**config.mk**
```make
export PLATFORM = sky130hd
export DESIGN_NAME = isdn_frame_port
export DESIGN_NICKNAME = d
export VERILOG_FILES = /design/src/rtl/isdn_port_pkg.sv /design/src/rtl/isdn_port_sync.sv /design/src/rtl/isdn_port_timing.sv /design/src/rtl/isdn_port_tx.sv /design/src/rtl/isdn_port_rx.sv /design/src/rtl/isdn_frame_port.sv
export SDC_FILE = /design/constraint.sdc
export NUM_CORES = 1
export LEC_CHECK = 0
export ABC_AREA = 1
export BUFFER_PORTS_ARGS = -buffer_cell sky130_fd_sc_hd__buf_2
export CORE_MARGIN = 2
export CORE_UTILIZATION = 61
export CTS_CLUSTER_SIZE = 20
export DETAILED_ROUTE_END_ITERATION = 12
export PLACE_DENSITY_LB_ADDON = 0.12
export RECOVER_POWER = 25
export SETUP_SLACK_MARGIN = 0.02
export SLEW_MARGIN = 20
export SYNTH_ARGS = -nofsm -noshare
export SYNTH_HDL_FRONTEND = slang
export SYNTH_HIERARCHICAL = 1
export SYNTH_SLANG_ARGS = --single-unit
export TNS_END_PERCENT = 5
```
**constraint.sdc**
```tcl
create_clock -name clk -period 5.2 [get_ports clk]
set_input_delay 0.26 -clock clk [delete_from_list [all_inputs] [get_ports clk]]
set_output_delay 0.26 -clock clk [all_outputs]
set_load 0.01 [all_outputs]
```
**src/rtl/isdn_port_pkg.sv**
```systemverilog
package isdn_port_pkg;
  localparam int DEF_SLOTS       = 4;
  localparam int DEF_SLOT_BITS   = 8;
  localparam int DEF_CYC_PER_BIT = 2;
  localparam int DEF_SYNC_STAGES = 2;

  typedef enum logic {
    PH_IDLE = 1'b0,
    PH_RUN  = 1'b1
  } phase_e;
endpackage

```
**src/rtl/isdn_port_sync.sv**
```systemverilog
module isdn_port_sync #(
  parameter int WIDTH  = 1,
  parameter int STAGES = 2
) (
  input  logic             clk,
  input  logic             rst_n,
  input  logic [WIDTH-1:0] d,
  output logic [WIDTH-1:0] q
);
  generate
    if (STAGES <= 1) begin : g_single
      logic [WIDTH-1:0] stg;
      always_ff @(posedge clk or negedge rst_n) begin
        if (!rst_n) stg <= '0;
        else        stg <= d;
      end
      assign q = stg;
    end else begin : g_chain
      logic [STAGES-1:0][WIDTH-1:0] stg;
      always_ff @(posedge clk or negedge rst_n) begin
        if (!rst_n) stg <= '0;
        else        stg <= {stg[STAGES-2:0], d};
      end
      assign q = stg[STAGES-1];
    end
  endgenerate
endmodule

```
**src/rtl/isdn_port_timing.sv**
```systemverilog
module isdn_port_timing
  import isdn_port_pkg::*;
#(
  parameter int FRAME_BITS  = 32,
  parameter int CYC_PER_BIT = 2
) (
  input  logic clk,
  input  logic rst_n,
  input  logic en,
  input  logic bclk_s,
  input  logic strobe_s,
  output logic load_ev,
  output logic shift_ev,
  output logic stop_ev,
  output logic sample_ev,
  output logic last_ev,
  output logic running
);
  localparam int BW = (FRAME_BITS > 1) ? $clog2(FRAME_BITS) : 1;
  localparam int PW = (CYC_PER_BIT > 1) ? $clog2(CYC_PER_BIT) : 1;
  localparam logic [BW-1:0] LAST_BIT = BW'(FRAME_BITS - 1);
  localparam logic [PW-1:0] LAST_PH  = PW'(CYC_PER_BIT - 1);

  logic          bclk_q;
  logic          strobe_prev;
  phase_e        phase;
  logic [BW-1:0] bitn;
  logic [PW-1:0] ph;

  logic rise, fall, act, last_ph, last_bit;

  always_comb begin
    rise      = bclk_s & ~bclk_q;
    fall      = ~bclk_s & bclk_q;
    act       = (phase == PH_RUN) & en;
    last_ph   = (ph == LAST_PH);
    last_bit  = (bitn == LAST_BIT);
    load_ev   = rise & strobe_s & ~strobe_prev & en;
    shift_ev  = rise & act & ~load_ev & last_ph & ~last_bit;
    stop_ev   = rise & act & ~load_ev & last_ph & last_bit;
    sample_ev = fall & act & last_ph;
    last_ev   = sample_ev & last_bit;
    running   = (phase == PH_RUN);
  end

  // Edge history of the bit clock and strobe
  always_ff @(posedge clk or negedge rst_n) begin
    if (!rst_n) begin
      bclk_q      <= 1'b0;
      strobe_prev <= 1'b0;
    end else begin
      bclk_q <= bclk_s;
      if (rise) strobe_prev <= strobe_s;
    end
  end

  // Bit and phase position within the frame
  always_ff @(posedge clk or negedge rst_n) begin
    if (!rst_n) begin
      phase <= PH_IDLE;
      bitn  <= '0;
      ph    <= '0;
    end else if (!en) begin
      phase <= PH_IDLE;
      bitn  <= '0;
      ph    <= '0;
    end else if (load_ev) begin
      phase <= PH_RUN;
      bitn  <= '0;
      ph    <= '0;
    end else if (rise && phase == PH_RUN) begin
      if (last_ph) begin
        ph <= '0;
        if (last_bit) phase <= PH_IDLE;
        else          bitn  <= bitn + 1'b1;
      end else begin
        ph <= ph + 1'b1;
      end
    end
  end
endmodule

```
**src/rtl/isdn_port_tx.sv**
```systemverilog
module isdn_port_tx #(
  parameter int FRAME_BITS = 32
) (
  input  logic                  clk,
  input  logic                  rst_n,
  input  logic                  en,
  input  logic                  load_ev,
  input  logic                  shift_ev,
  input  logic                  stop_ev,
  input  logic                  word_valid,
  input  logic [FRAME_BITS-1:0] word,
  output logic                  line
);
  logic [FRAME_BITS-1:0] shreg;

  always_ff @(posedge clk or negedge rst_n) begin
    if (!rst_n) begin
      shreg <= '1;
      line  <= 1'b1;
    end else if (!en) begin
      shreg <= '1;
      line  <= 1'b1;
    end else if (load_ev) begin
      if (word_valid) begin
        line  <= word[FRAME_BITS-1];
        shreg <= {word[FRAME_BITS-2:0], 1'b1};
      end else begin
        line  <= 1'b1;
        shreg <= '1;
      end
    end else if (shift_ev) begin
      line  <= shreg[FRAME_BITS-1];
      shreg <= {shreg[FRAME_BITS-2:0], 1'b1};
    end else if (stop_ev) begin
      line <= 1'b1;
    end
  end
endmodule

```
**src/rtl/isdn_port_rx.sv**
```systemverilog
module isdn_port_rx #(
  parameter int FRAME_BITS = 32
) (
  input  logic                  clk,
  input  logic                  rst_n,
  input  logic                  sample_ev,
  input  logic                  last_ev,
  input  logic                  bit_in,
  output logic [FRAME_BITS-1:0] frame_q,
  output logic                  frame_vld
);
  logic [FRAME_BITS-1:0] shreg;
  logic [FRAME_BITS-1:0] next_sh;

  assign next_sh = {shreg[FRAME_BITS-2:0], bit_in};

  always_ff @(posedge clk or negedge rst_n) begin
    if (!rst_n) begin
      shreg     <= '0;
      frame_q   <= '0;
      frame_vld <= 1'b0;
    end else begin
      frame_vld <= 1'b0;
      if (sample_ev) shreg <= next_sh;
      if (last_ev) begin
        frame_q   <= next_sh;
        frame_vld <= 1'b1;
      end
    end
  end
endmodule

```
**src/rtl/isdn_frame_port.sv**
```systemverilog
module isdn_frame_port
  import isdn_port_pkg::*;
#(
  parameter int NUM_SLOTS   = DEF_SLOTS,
  parameter int SLOT_BITS   = DEF_SLOT_BITS,
  parameter int CYC_PER_BIT = DEF_CYC_PER_BIT,
  parameter int SYNC_STAGES = DEF_SYNC_STAGES
) (
  input  logic                           clk,
  input  logic                           rst_n,
  input  logic                           port_en,
  input  logic                           bit_clk,
  input  logic                           frame_strobe,
  input  logic                           ser_rx,
  output logic                           ser_tx,
  input  logic                           tx_valid,
  output logic                           tx_ready,
  input  logic [NUM_SLOTS*SLOT_BITS-1:0] tx_frame,
  output logic                           rx_valid,
  output logic [NUM_SLOTS*SLOT_BITS-1:0] rx_frame
);
  localparam int FRAME_BITS = NUM_SLOTS * SLOT_BITS;

  logic [2:0] line_raw, line_s;
  logic bclk_s, strobe_s, rxd_s;
  logic load_ev, shift_ev, stop_ev, sample_ev, last_ev, frame_run;

  assign line_raw = {bit_clk, frame_strobe, ser_rx};
  assign {bclk_s, strobe_s, rxd_s} = line_s;

  isdn_port_sync #(.WIDTH(3), .STAGES(SYNC_STAGES)) u_sync (
    .clk(clk), .rst_n(rst_n), .d(line_raw), .q(line_s)
  );

  isdn_port_timing #(.FRAME_BITS(FRAME_BITS), .CYC_PER_BIT(CYC_PER_BIT)) u_tim (
    .clk(clk), .rst_n(rst_n), .en(port_en),
    .bclk_s(bclk_s), .strobe_s(strobe_s),
    .load_ev(load_ev), .shift_ev(shift_ev), .stop_ev(stop_ev),
    .sample_ev(sample_ev), .last_ev(last_ev), .running(frame_run)
  );

  isdn_port_tx #(.FRAME_BITS(FRAME_BITS)) u_tx (
    .clk(clk), .rst_n(rst_n), .en(port_en),
    .load_ev(load_ev), .shift_ev(shift_ev), .stop_ev(stop_ev),
    .word_valid(tx_valid), .word(tx_frame), .line(ser_tx)
  );

  isdn_port_rx #(.FRAME_BITS(FRAME_BITS)) u_rx (
    .clk(clk), .rst_n(rst_n), .sample_ev(sample_ev), .last_ev(last_ev),
    .bit_in(rxd_s), .frame_q(rx_frame), .frame_vld(rx_valid)
  );

  assign tx_ready = load_ev;
endmodule

```
# Yosys cells after proc, flatten, opt, wreduce, memory -nomap -nowiden
# Index checks and enable logic that the tools add are counted.
[classes]
addsub = 2
muxes = 24
reduce_logical = 3
eq_ne = 7
n_bitwise = 19
[ops]
columns = ["cell", "count"]
rows = [
  ["$mux 32", 4],
  ["$mux 5", 5],
  ["$mux 1", 15],
  ["$and 1x1->1", 14],
  ["$ne 3x1->1 const B", 4],
  ["$reduce_and 3->1", 2],
  ["$add 5x1->5 const B", 1],
  ["$eq 5x5->1 const B", 1],
  ["$not 1->1", 5],
  ["$ne 4x1->1 const B", 1],
  ["$ne 3x3->1 const B", 1],
  ["$add 1x1->1 const B", 1],
  ["$logic_and 1x1->1", 1],
]
[word_totals]
out_inout_bits = 35
ff_bits = 112

# Longest topological paths before layout
# Gate-level depths: netlist (run 1).
[logic_depth]
depth_word = 13
depth_mapped = 14
ltp_nobuf = 13

# Hierarchy
# The synthesis (run 1) kept the hierarchy.
[modules_own_cells]
columns = ["module", "cells_per_inst", "seq_area_each_um2", "n_inst", "area_each_um2"]
rows = [
  ["isdn_port_rx", 268, 1601.5, 1, 2391.0],
  ["isdn_port_tx", 274, 840.8, 1, 1801.7],
  ["isdn_port_timing", 65, 225.2, 1, 529.3],
  ["isdn_port_sync", 9, 150.1, 1, 172.7],
]

# Worst setup path after synthesis (run 1)
# OpenSTA, ideal clock, no wires.
[synth_timing]
path_kind = "register to register"
from = "register u_tim.bitn[0]"
to = "register u_tx.shreg[10]"
period_less_slack_ps = 2003
path_stages_with_launch = 15
t_arrival_ps = 1943
path_buffers = 2
setup_ps = 60
t_required_ps = 5140
path_slack_ps = 3197
cell_sequence = "dfrtp_1 > ha_1 > and3_1 > ha_1 > inv_1 > nand2_2 > nor2_8 > inv_2 > nor2_1 > buf_2 > buf_2 > nand2_1 > nand2_1 > nand2_1 > nand2_1"
[synth_via]
elab_chain_len = 4
[synth_rtl]
columns = ["element", "line", "rtl"]
rows = [
  ["from (decl)", "isdn_port_timing.sv:27", "logic [BW-1:0] bitn;"],
  ["from (signal assigned)", "isdn_port_timing.sv:75", "else bitn <= bitn + 1'b1;"],
  ["$eq 5x5->1", "isdn_port_timing.sv:37", "last_bit = (bitn == LAST_BIT);"],
  ["$not 1->1", "isdn_port_timing.sv:39", "shift_ev = rise & act & ~load_ev & last_ph & ~last_bit;"],
  ["$and 1x1->1", "isdn_port_timing.sv:39", ""],
  ["via shift_ev", "isdn_frame_port.sv:26", "logic load_ev, shift_ev, stop_ev, sample_ev, last_ev, frame_run;"],
  ["$ne 3x1->1 (no line)", "n/a", ""],
  ["to (signal assigned)", "isdn_port_tx.sv:26", "shreg <= {word[FRAME_BITS-2:0], 1'b1};"],
  ["to (signal assigned)", "isdn_port_tx.sv:33", "shreg <= {shreg[FRAME_BITS-2:0], 1'b1};"],
  ["to (decl)", "isdn_port_tx.sv:14", "logic [FRAME_BITS-1:0] shreg;"],
]
# The timed path passes the listed nets, and every way through them passes these cells.
# A chain may end at the register's enable or synchronous reset.

==> results of run 1 <==
metrics by stage:
| step | total power, mW | util (%) |
|---|---|---|
| after floorplan | 0.976 | - |
| after global placement | 1.02 | 67.8 |
| after detailed placement | 1.02 | 67.8 |
| after CTS | 1.54 | 71.0 |
| after global routing | 1.59 | 71.0 |
| final | 1.52 | 71.0 |
routing by layer:
layer / vias up / part of all wire [%] / track usage, %
met5: - / 0 / 0
met4: 0 / 1.1 / 6.76
met3: 9 / 3.2 / 3.55
met2: 62 / 51 / 39.9
met1: 1784 / 45 / 28.9
li1: 1947 / - / -
synth_stat cells, drive strengths merged:
library cell,count
buf,27
nor2,23
nor3,4
dfrtp,79
and3,1
ha,2
dfstp,32
o21ai,12
nand2,372
o21bai,1
nand3b,1
a21oi,2
nand3,7
inv,53
final timing paths:
check                                       from                to  depth (start not counted)
hold / removal                       tx_frame[0]     u_tx/shreg[1]                          3
max in group clk                   u_tim/bitn[0]    u_tx/shreg[16]                         12
setup / recovery                           rst_n     u_tim/bitn[3]                          3
hold reg to reg            u_sync/g_chain.stg[1]       u_sync/q[1]                          0
min in group asynchronous                  rst_n  u_rx/frame_q[22]                          2
setup reg to reg                   u_tim/bitn[0]    u_tx/shreg[16]                         12
cells by family after synthesis:
family | after synthesis | synth area share (%)
buffers and inverters | 80 | 7.39
flip-flops | 111 | 57.6
AND/OR/NAND/NOR | 408 | 32.9
AO/OA/AOI/OAI | 15 | 1.58
adder cells (fa/ha/maj) | 2 | 0.511
registers in the layout (all words and copies together) (netlist names):
| signal | flops |
|---|---|
| u_tim/bitn | 5 |
| u_tim/running | 1 |
| u_tim/strobe_prev | 1 |
| u_sync/g_chain.stg | 3 |
| u_rx/shreg | 31 |
| u_tx/line | 1 |
| u_tim/bclk_q | 1 |
| u_tx/shreg | 31 |
| u_sync/q | 3 |
| u_tim/last_ph | 1 |
| u_rx/frame_q | 32 |
| u_rx/frame_vld | 1 |
power groups by stage:
stage / clock network, mW / logic, mW / registers (mW)
final: 0.519 / 0.0910 / 0.915
after global routing: 0.568 / 0.107 / 0.918
after CTS: 0.534 / 0.0936 / 0.915
after detailed placement: 0 / 0.0909 / 0.930
after global placement: 0 / 0.0879 / 0.929
after floorplan: 0 / 0.0507 / 0.926
worst register-to-register path, stage by stage (launching register included):
cell,delay [ps]
dfrtp_1,440
ha_1,250
and3_1,190
ha_1,190
inv_1,100
nand2_2,110
nor2_8,160
inv_2,60
nor2_2,820
inv_1,330
o21ai_0,300
nand2_1,90
nand2_1,60
final cells by class:
cell class                      instances  area, um^2
Inverter                               53         199
Fill cell                             659        2260
Clock inverter                          7        82.6
Sequential cell                       111        2820
Multi-Input combinational cell        425        1740
Timing Repair Buffer                   80         425
Clock buffer                            9         124
Tap cell                              102         128
timing repair:
item                                   in CTS  in global routing
endpoints found under the hold margin      25                  0
hold buffers                                4                  0
setup endpoints to repair                   0                  0
setup buffers                               0                  0
==> results.json, run 1 <==
{
  "p_sw_mw": 0.398,
  "io_pins": 74,
  "pwr-share-comb_pct": 6.0,
  "start_kind": "primary input",
  "critPathMaxFanout": 57,
  "grt_max_degree": 58,
  "port_buffers": 73,
  "placed_cells": 767,
  "p_int_mw": 1.13,
  "grt_pass1_wl_mm": 15.8,
  "layout_common_cells": "nand2_1, dfrtp_1, buf_2",
  "syn_to_final_growth_pct": 12.6,
  "vias_per_cell": 4.83,
  "rsz0062_at_grt": "false",
  "max-vdd-ir-drop_v": 0.000174,
  "syn-num-nets": 657,
  "powerDensity_nw_per_um2": 277,
  "vias": 3802,
  "antenna_found_initial": 0,
  "wirelength_mm": 9.41,
  "drive_gt1_share_pct": 20.6,
  "hold_violations": 0,
  "hp-class": "primary input to register",
  "finClkSkew_ps": 16.1,
  "yosys.area.top_type_share_pct": 40.4,
  "status": "finished with violations",
  "synth_cell_types": 25,
  "num_rows": 32,
  "synth_area_leaders": "dfrtp_1, nand2_1, dfstp_2",
  "die-area_um2": 8760,
  "cp_num_buf_inv": 3,
  "ff2ff_setup_slack_ps": 2040,
  "fmax_mhz": 304,
  "place.detailed.hpwl_mm": 6.21,
  "grt_usage_pct": 22.6,
  "layout_setup_ws_ps": 1910,
  "layout.cells.non_filler": 787,
  "dp_slack_ps": 2120,
  "fin_worst_hold_slack_ps": 148,
  "grt_overflow": 0,
  "firstDrtPassIters": 4,
  "cts_buffer_depth": 2,
  "p_leak_nw": 3.23,
  "cp_cell_sequence": "dlygate4sd3_1 > clkbuf_1 > buf_4",
  "die_h_um": 93.6,
  "cp.required_ps": 5630,
  "place_congestion": 0.770,
  "wl_per_cell_um": 12.0,
  "worstPathArrival_ps": 3720,
  "cts_tree": "yes",
  "place_area_um2": 5270,
  "syn_area_um2": 4890,
  "relSlewSlack_pct": -94.8,
  "slew_viol_final": 56,
  "cts_resized": 0,
  "initial_core_util_pct": 63.0,
  "power.share.clock_pct": 34.0,
  "postRouteAntennaNets": 0,
  "drt-initial-drc-count": 135,
  "syn_avg_cell_area_um2": 7.95,
  "diodes": 0,
  "ys_seq_area_share_pct": 57.6,
  "nets": 721,
  "slowest_delay_ps": 2050,
  "ys_ff_latch": 111,
  "finalCriticalPeriod_ps": 3290,
  "yosysWarnings": 6,
  "grt_pass1_vias": 3591,
  "syn-instance-count": 616,
  "crit_type": "primary input to async pin",
  "violations": "max-capacitance violations, max-slew violations",
  "setup_violations": 0,
  "cts_max_level": 3,
  "cts_root_buf": "clkbuf_8",
  "setup-tns-final_ps": 0,
  "clkTransAtPathRegs_ps": 120,
  "crit_slowest_cell": "clkbuf_1",
  "crit_path_end_kind": "async pin",
  "drc": 0,
  "cts_sinks": 111,
  "pwr-share-seq_pct": 60.0,
  "fin_area_um2": 5510,
  "yosys.area.top_type": "dfrtp_1",
  "worstMarginPinSlew_ps": 2920,
  "cp_top_family": "buffers and inverters",
  "core-area_um2": 7770,
  "swShare_pct": 26.1,
  "layout_commonest_cell": "nand2_1",
  "cts_made_buffers": 9,
  "finalCritPeriodShare_pct": 63.2,
  "die_w_um": 93.6,
  "drv_cap": 1,
  "clock_latency_ps": 370
}
(Power assumes the default switching activity.)
==> run 2: changes to the inputs <==
--- a/config.mk
+++ b/config.mk
@@ -8,7 +8,7 @@
 export ABC_AREA = 1
 export BUFFER_PORTS_ARGS = -buffer_cell sky130_fd_sc_hd__buf_2
 export CORE_MARGIN = 2
-export CORE_UTILIZATION = 61
+export CORE_UTILIZATION = 51
 export CTS_CLUSTER_SIZE = 20
 export DETAILED_ROUTE_END_ITERATION = 12
 export PLACE_DENSITY_LB_ADDON = 0.12
==> constraint.sdc (replaced) <==
create_clock -name clk -period 2.77 [get_ports clk]
set_input_delay 0.1385 -clock clk [delete_from_list [all_inputs] [get_ports clk]]
set_output_delay 0.1385 -clock clk [all_outputs]
set_load 0.01 [all_outputs]
==> results.json, run 2 (same netlist as run 1, synthesis figures left out) <==
{
  "status": "finished with violations",
  "violations": "max-capacitance violations, max-slew violations",
  "core-area_um2": 9280,
  "cts_max_level": 3,
  "clkTransAtPathRegs_ps": 110,
  "crit_type": "register to register",
  "max-vdd-ir-drop_v": 0.000301,
  "grt_usage_pct": 20.1,
  "nets": 724,
  "worstMarginPinSlew_ps": 1730,
  "firstDrtPassIters": 4,
  "io_pins": 74,
  "start_kind": "register",
  "drv_cap": 1,
  "postRouteAntennaNets": 0,
  "drc": 0,
  "cts_sinks": 111,
  "max_flop_register": "u_rx/frame_q",
  "wirelength_mm": 9.42,
  "layout_common_cells": "nand2_1, dfrtp_1, inv_1",
  "largestRegisters": "u_rx/frame_q (32), u_rx/shreg (31), u_tx/shreg (31)",
  "relSlewSlack_pct": -15.4,
  "hold_violations": 0,
  "holdPathStages": 5,
  "largest_reg_flops": 32,
  "diodes": 0,
  "hold_path_end": "u_tx/shreg[5]",
  "place_congestion": 0.833,
  "min-delay-start": "tx_frame[4]",
  "drt-initial-drc-count": 132,
  "grt_max_degree": 72,
  "ff2ff_setup_slack_ps": 490,
  "die_h_um": 102,
  "finalCriticalPeriod_ps": 2280,
  "vias": 3783,
  "rsz0062_at_grt": "false",
  "finalCritPeriodShare_pct": 82.2,
  "syn_to_final_growth_pct": 12.7,
  "layout_commonest_cell": "nand2_1",
  "crit_path_end_kind": "register",
  "grt_pass1_wl_mm": 16.6,
  "hp-class": "primary input to register",
  "critPathMaxFanout": 24,
  "num_rows": 35,
  "fin_util_pct": 59.4,
  "clock_latency_ps": 380,
  "antenna_found_initial": 0,
  "powerDensity_nw_per_um2": 512,
  "cts_tree": "yes",
  "initial_core_util_pct": 52.7,
  "place.detailed.hpwl_mm": 6.12,
  "grt_pass1_vias": 3782,
  "cts_made_buffers": 9,
  "r2r-end": "u_tx/shreg[30]",
  "grt_overflow": 0,
  "fmax_mhz": 439,
  "wl_per_cell_um": 11.5,
  "totalPowerFinal_mw": 2.82,
  "port_buffers": 73,
  "die-area_um2": 10400,
  "worstPathArrival_ps": 2590,
  "die_w_um": 102,
  "vias_per_cell": 4.63,
  "drive_gt1_share_pct": 16.4,
  "cp.required_ps": 3090,
  "finClkSkew_ps": 14.9,
  "p_leak_nw": 3.12,
  "reg2reg_depth": 13,
  "cts_setup_buffers": 0,
  "setup-tns-final_ps": 0,
  "cts_buffer_depth": 2,
  "worstReg2RegStart": "u_tim/bitn[0]",
  "cts_root_buf": "clkbuf_8",
  "slew_viol_final": 71,
  "setup_violations": 0
}
[run 2: cell types whose count changed in the layout (fill, tap and decap cells not counted), moves of 2 or more]
cell | before | now
buf_2 | 71 | 43
buf_4 | 3 | 5
clkbuf_1 | 2 | 30
nor2_1 | 14 | 17
inv_8 | 3 | 1
inv_6 | 0 | 3
nor2_2 | 5 | 3
[run 2: metrics by stage]
stage / hold WS, ps / cells / worst slack, ps / area (um^2)
CTS: 3.12 / 817 / 481 / 5560
finish: 17.2 / 817 / 494 / 5520
detailed placement: 248 / 797 / 520 / 5330
global placement: 247 / 797 / 610 / 5330
global route: 19.3 / 817 / 271 / 5520
floorplan: -157 / 616 / 767 / 4890
[run 2: how the worst max path moves through the flow]
stage,start,endpoint,slack (ps),depth (start not counted)
after CTS,u_tim/bitn[0],u_tx/line,480,13
final,u_tim/bitn[0],u_tx/shreg[30],490,13
after global placement,u_tim/bitn[0],u_tx/shreg[19],610,13
after global routing,u_tim/bitn[0],u_tx/line,270,13
after floorplan,u_tim/bitn[0],u_tx/shreg[10],770,14
after detailed placement,u_tim/bitn[0],u_tx/line,520,13
[run 2: area by class of cell]
cell class,instances,area (um^2)
clock buffer,10,128
multi-input combinational,425,1720
sequential,111,2820
fill,890,3770
inverter,53,199
clock inverter,6,61.3
tap,129,161
timing repair buffer,83,427
[run 2: per-layer routing]
layer | GRT usage (%) | share of wire, % | up-vias
met5 | 0 | 0 | -
met4 | 5.23 | 0.97 | 0
met3 | 4.31 | 4.7 | 10
met2 | 34.6 | 47 | 75
met1 | 26.2 | 48 | 1752
li1 | - | - | 1946
[run 2: critical path: stages, from the launching register on]
cell	delay, ps
dfrtp_1	420
ha_1	240
and3_1	190
ha_1	190
inv_1	100
nand2_2	110
nor2_8	160
inv_2	50
nor2_1	170
buf_4	290
nand2_1	100
nand2_1	80
nand2_1	50
nand2_1	60
[run 2: where the power goes]
group	leakage [nW]	switching, mW	total, mW	internal [mW]
Sequential	1.42	0.0250	1.72	1.69
Clock	0.0926	0.582	0.934	0.352
Combinational	1.60	0.111	0.174	0.0627
[run 2: what timing repair did]
action                                 in CTS  in global routing
setup endpoints to repair                   0                  0
resized for setup                           0                  0
endpoints found under the hold margin      46                  0
hold buffers                                4                  0
==> run 3: changes to the inputs <==
--- a/config.mk
+++ b/config.mk
@@ -5,10 +5,10 @@
 export SDC_FILE = /design/constraint.sdc
 export NUM_CORES = 1
 export LEC_CHECK = 0
-export ABC_AREA = 1
+export ABC_AREA = 0
 export BUFFER_PORTS_ARGS = -buffer_cell sky130_fd_sc_hd__buf_2
 export CORE_MARGIN = 2
-export CORE_UTILIZATION = 51
+export CORE_UTILIZATION = 56
 export CTS_CLUSTER_SIZE = 20
 export DETAILED_ROUTE_END_ITERATION = 12
 export PLACE_DENSITY_LB_ADDON = 0.12
==> constraint.sdc (replaced) <==
create_clock -name clk -period 2.2 [get_ports clk]
set_input_delay 0.11 -clock clk [delete_from_list [all_inputs] [get_ports clk]]
set_output_delay 0.11 -clock clk [all_outputs]
set_load 0.01 [all_outputs]
==> results.json, run 3 <==
{
  "nets": 465,
  "grt_max_degree": 54,
  "postRouteAntennaNets": 0,
  "worstMarginPinSlew_ps": 1310,
  "worstPathArrival_ps": 2280,
  "firstDrtPassIters": 4,
  "vias_per_cell": 5.41,
  "diodes": 0,
  "cts_sinks": 111,
  "core-area_um2": 8260,
  "status": "finished clean",
  "cts_buffer_depth": 2,
  "cts_tree": "yes",
  "max-vdd-ir-drop_v": 0.000407,
  "fmax_mhz": 494,
  "cts_max_level": 3,
  "drt-initial-drc-count": 103,
  "crit_type": "register to register",
  "largestRegisters": "u_rx/frame_q (32), u_rx/shreg (31), u_tx/shreg (31)",
  "initial_core_util_pct": 58.0,
  "ys_ff_latch": 111,
  "slew_viol_final": 0,
  "hp-class": "primary input to register",
  "setup-tns-final_ps": 0,
  "syn-instance-count": 338,
  "largest_reg_flops": 32,
  "yosys.area.top_type": "dfrtp_1",
  "cts_made_buffers": 9,
  "io_pins": 74,
  "place.detailed.hpwl_mm": 5.50,
  "num-fill-cells": 644,
  "yosys.area.top_type_share_pct": 41.3,
  "synth_commonest_cells": "dfrtp_1, a21oi_1, mux2_2, dfstp_2, nor2_1",
  "ff2ff_setup_slack_ps": 170,
  "layout_common_cells": "dfrtp_1, buf_2, a21oi_1",
  "cp.required_ps": 2450,
  "antenna_found_initial": 0,
  "yosysWarnings": 6,
  "hold_violations": 0,
  "grt_pass1_vias": 2839,
  "finalCriticalPeriod_ps": 2030,
  "ys_seq_area_share_pct": 58.9,
  "grt_overflow": 0,
  "start_kind": "register",
  "crit_path_start": "u_tim/bitn[0]",
  "wirelength_mm": 8.42,
  "finalCritPeriodShare_pct": 92.1,
  "powerDensity_nw_per_um2": 624,
  "layout_commonest_cell": "dfrtp_1",
  "place_area_um2": 5200,
  "die_w_um": 96.4,
  "ys.flop_type": "dfrtp_1",
  "synthArstFlopShare_pct": 100,
  "syn_to_final_growth_pct": 14.9,
  "drc": 0,
  "place_congestion": 0.756,
  "grt_pass1_wl_mm": 13.8,
  "syn_avg_cell_area_um2": 14.2,
  "wl_per_cell_um": 15.8,
  "drv_cap": 0,
  "syn_area_um2": 4790,
  "drive_gt1_share_pct": 46.0,
  "syn-num-nets": 379,
  "synth_cell_types": 39,
  "finClkSkew_ps": 12.1,
  "rsz0062_at_grt": "false",
  "die_h_um": 96.4,
  "min-delay-start": "tx_frame[26]",
  "grt_usage_pct": 19.6,
  "worstReg2RegStart": "u_tim/bitn[0]",
  "max_flop_register": "u_rx/frame_q",
  "multi_input_area_um2": 1720,
  "critPathMaxFanout": 18,
  "crit_path_end_kind": "register",
  "setup_violations": 0,
  "port_buffers": 73,
  "clock_latency_ps": 360,
  "fin_worst_hold_slack_ps": 12.6,
  "die-area_um2": 9300,
  "relSlewSlack_pct": 12.7,
  "vias": 2883,
  "clkTransAtPathRegs_ps": 100,
  "num_rows": 33,
  "cts_root_buf": "clkbuf_8",
  "synth_area_leaders": "dfrtp_1, dfstp_2, mux2_4",
  "totalPowerFinal_mw": 3.43,
  "seq_area_um2": 2820,
  "fin_area_um2": 5500,
  "synth.most_common_cell": "dfrtp_1",
  "p_leak_nw": 2.64,
  "synth_edf_count": 0,
  "cts_resized": 0
}
==> run 3: timing repair <==
action / in CTS / in global routing
hold buffers: 14 / 0
endpoints found under the setup margin: 0 / 32
hold endpoints to repair: 48 / 0
setup buffers: 0 / 1
==> run 3: final cells by class <==
class | count | share of cell area (%)
repair buffers | 100 | 11.9
clock inverters | 5 | 0.614
well taps | 105 | 2.39
multi-input cells | 199 | 31.3
clock buffers | 10 | 2.32
flip-flops and latches | 111 | 51.3
inverters | 3 | 0.205
==> run 3: critical path, cell delays in order, from the launching register on <==
cell and delay (ps):
dfrtp_1 390, ha_1 170, and3_1 160, ha_1 160, inv_1 90, nor4_4 240
buf_4 180, buf_12 180, mux2_2 350
==> run 3: power breakdown <==
| part | total (mW) | switching [mW] | internal (mW) |
|---|---|---|---|
| clock | 1.06 | 0.653 | 0.410 |
| sequential | 2.16 | 0.0326 | 2.13 |
| combinational | 0.207 | 0.114 | 0.0932 |
| total | 3.43 | 0.800 | 2.63 |
==> run 3: cells by family after synthesis <==
| family | Yosys count | share of synthesized area, % |
|---|---|---|
| xor+xnor | 1 | 0.183 |
| mux | 64 | 17.4 |
| compound gates | 75 | 10.6 |
| buf+inv | 28 | 5.73 |
| flops | 111 | 58.9 |
| simple gates | 57 | 6.67 |
| fa+ha+maj | 2 | 0.523 |
==> run 3: final timing paths <==
path	end	depth (start not counted)
max	u_rx/frame_q[29]	8
min	u_tx/shreg[27]	3
max reg2reg	u_rx/frame_q[29]	8
min reg2reg	u_sync/q[2]	0
max in group asynchronous	u_tx/shreg[10]	3
min in group asynchronous	u_tim/running	2
==> run 3: metal layers <==
metal / global-route usage [%] / vias to the layer above / part of all wire [%]
met2: 29.7 / 68 / 46
met5: 0 / - / 0
li1: - / 1371 / -
met3: 5.12 / 8 / 4.6
met4: 5.28 / 0 / 0.88
met1: 28.3 / 1436 / 48
==> run 3: per-stage QoR <==
| stage | instances | utilization (%) | setup slack [ps] |
|---|---|---|---|
| floorplan | 338 | - | 81.7 |
| global placement | 503 | 63.0 | 167 |
| detailed placement | 503 | 63.0 | 91.9 |
| CTS | 532 | 66.6 | 69.0 |
| global route | 533 | 66.6 | 32.2 |
| finish | 533 | 66.6 | 175 |
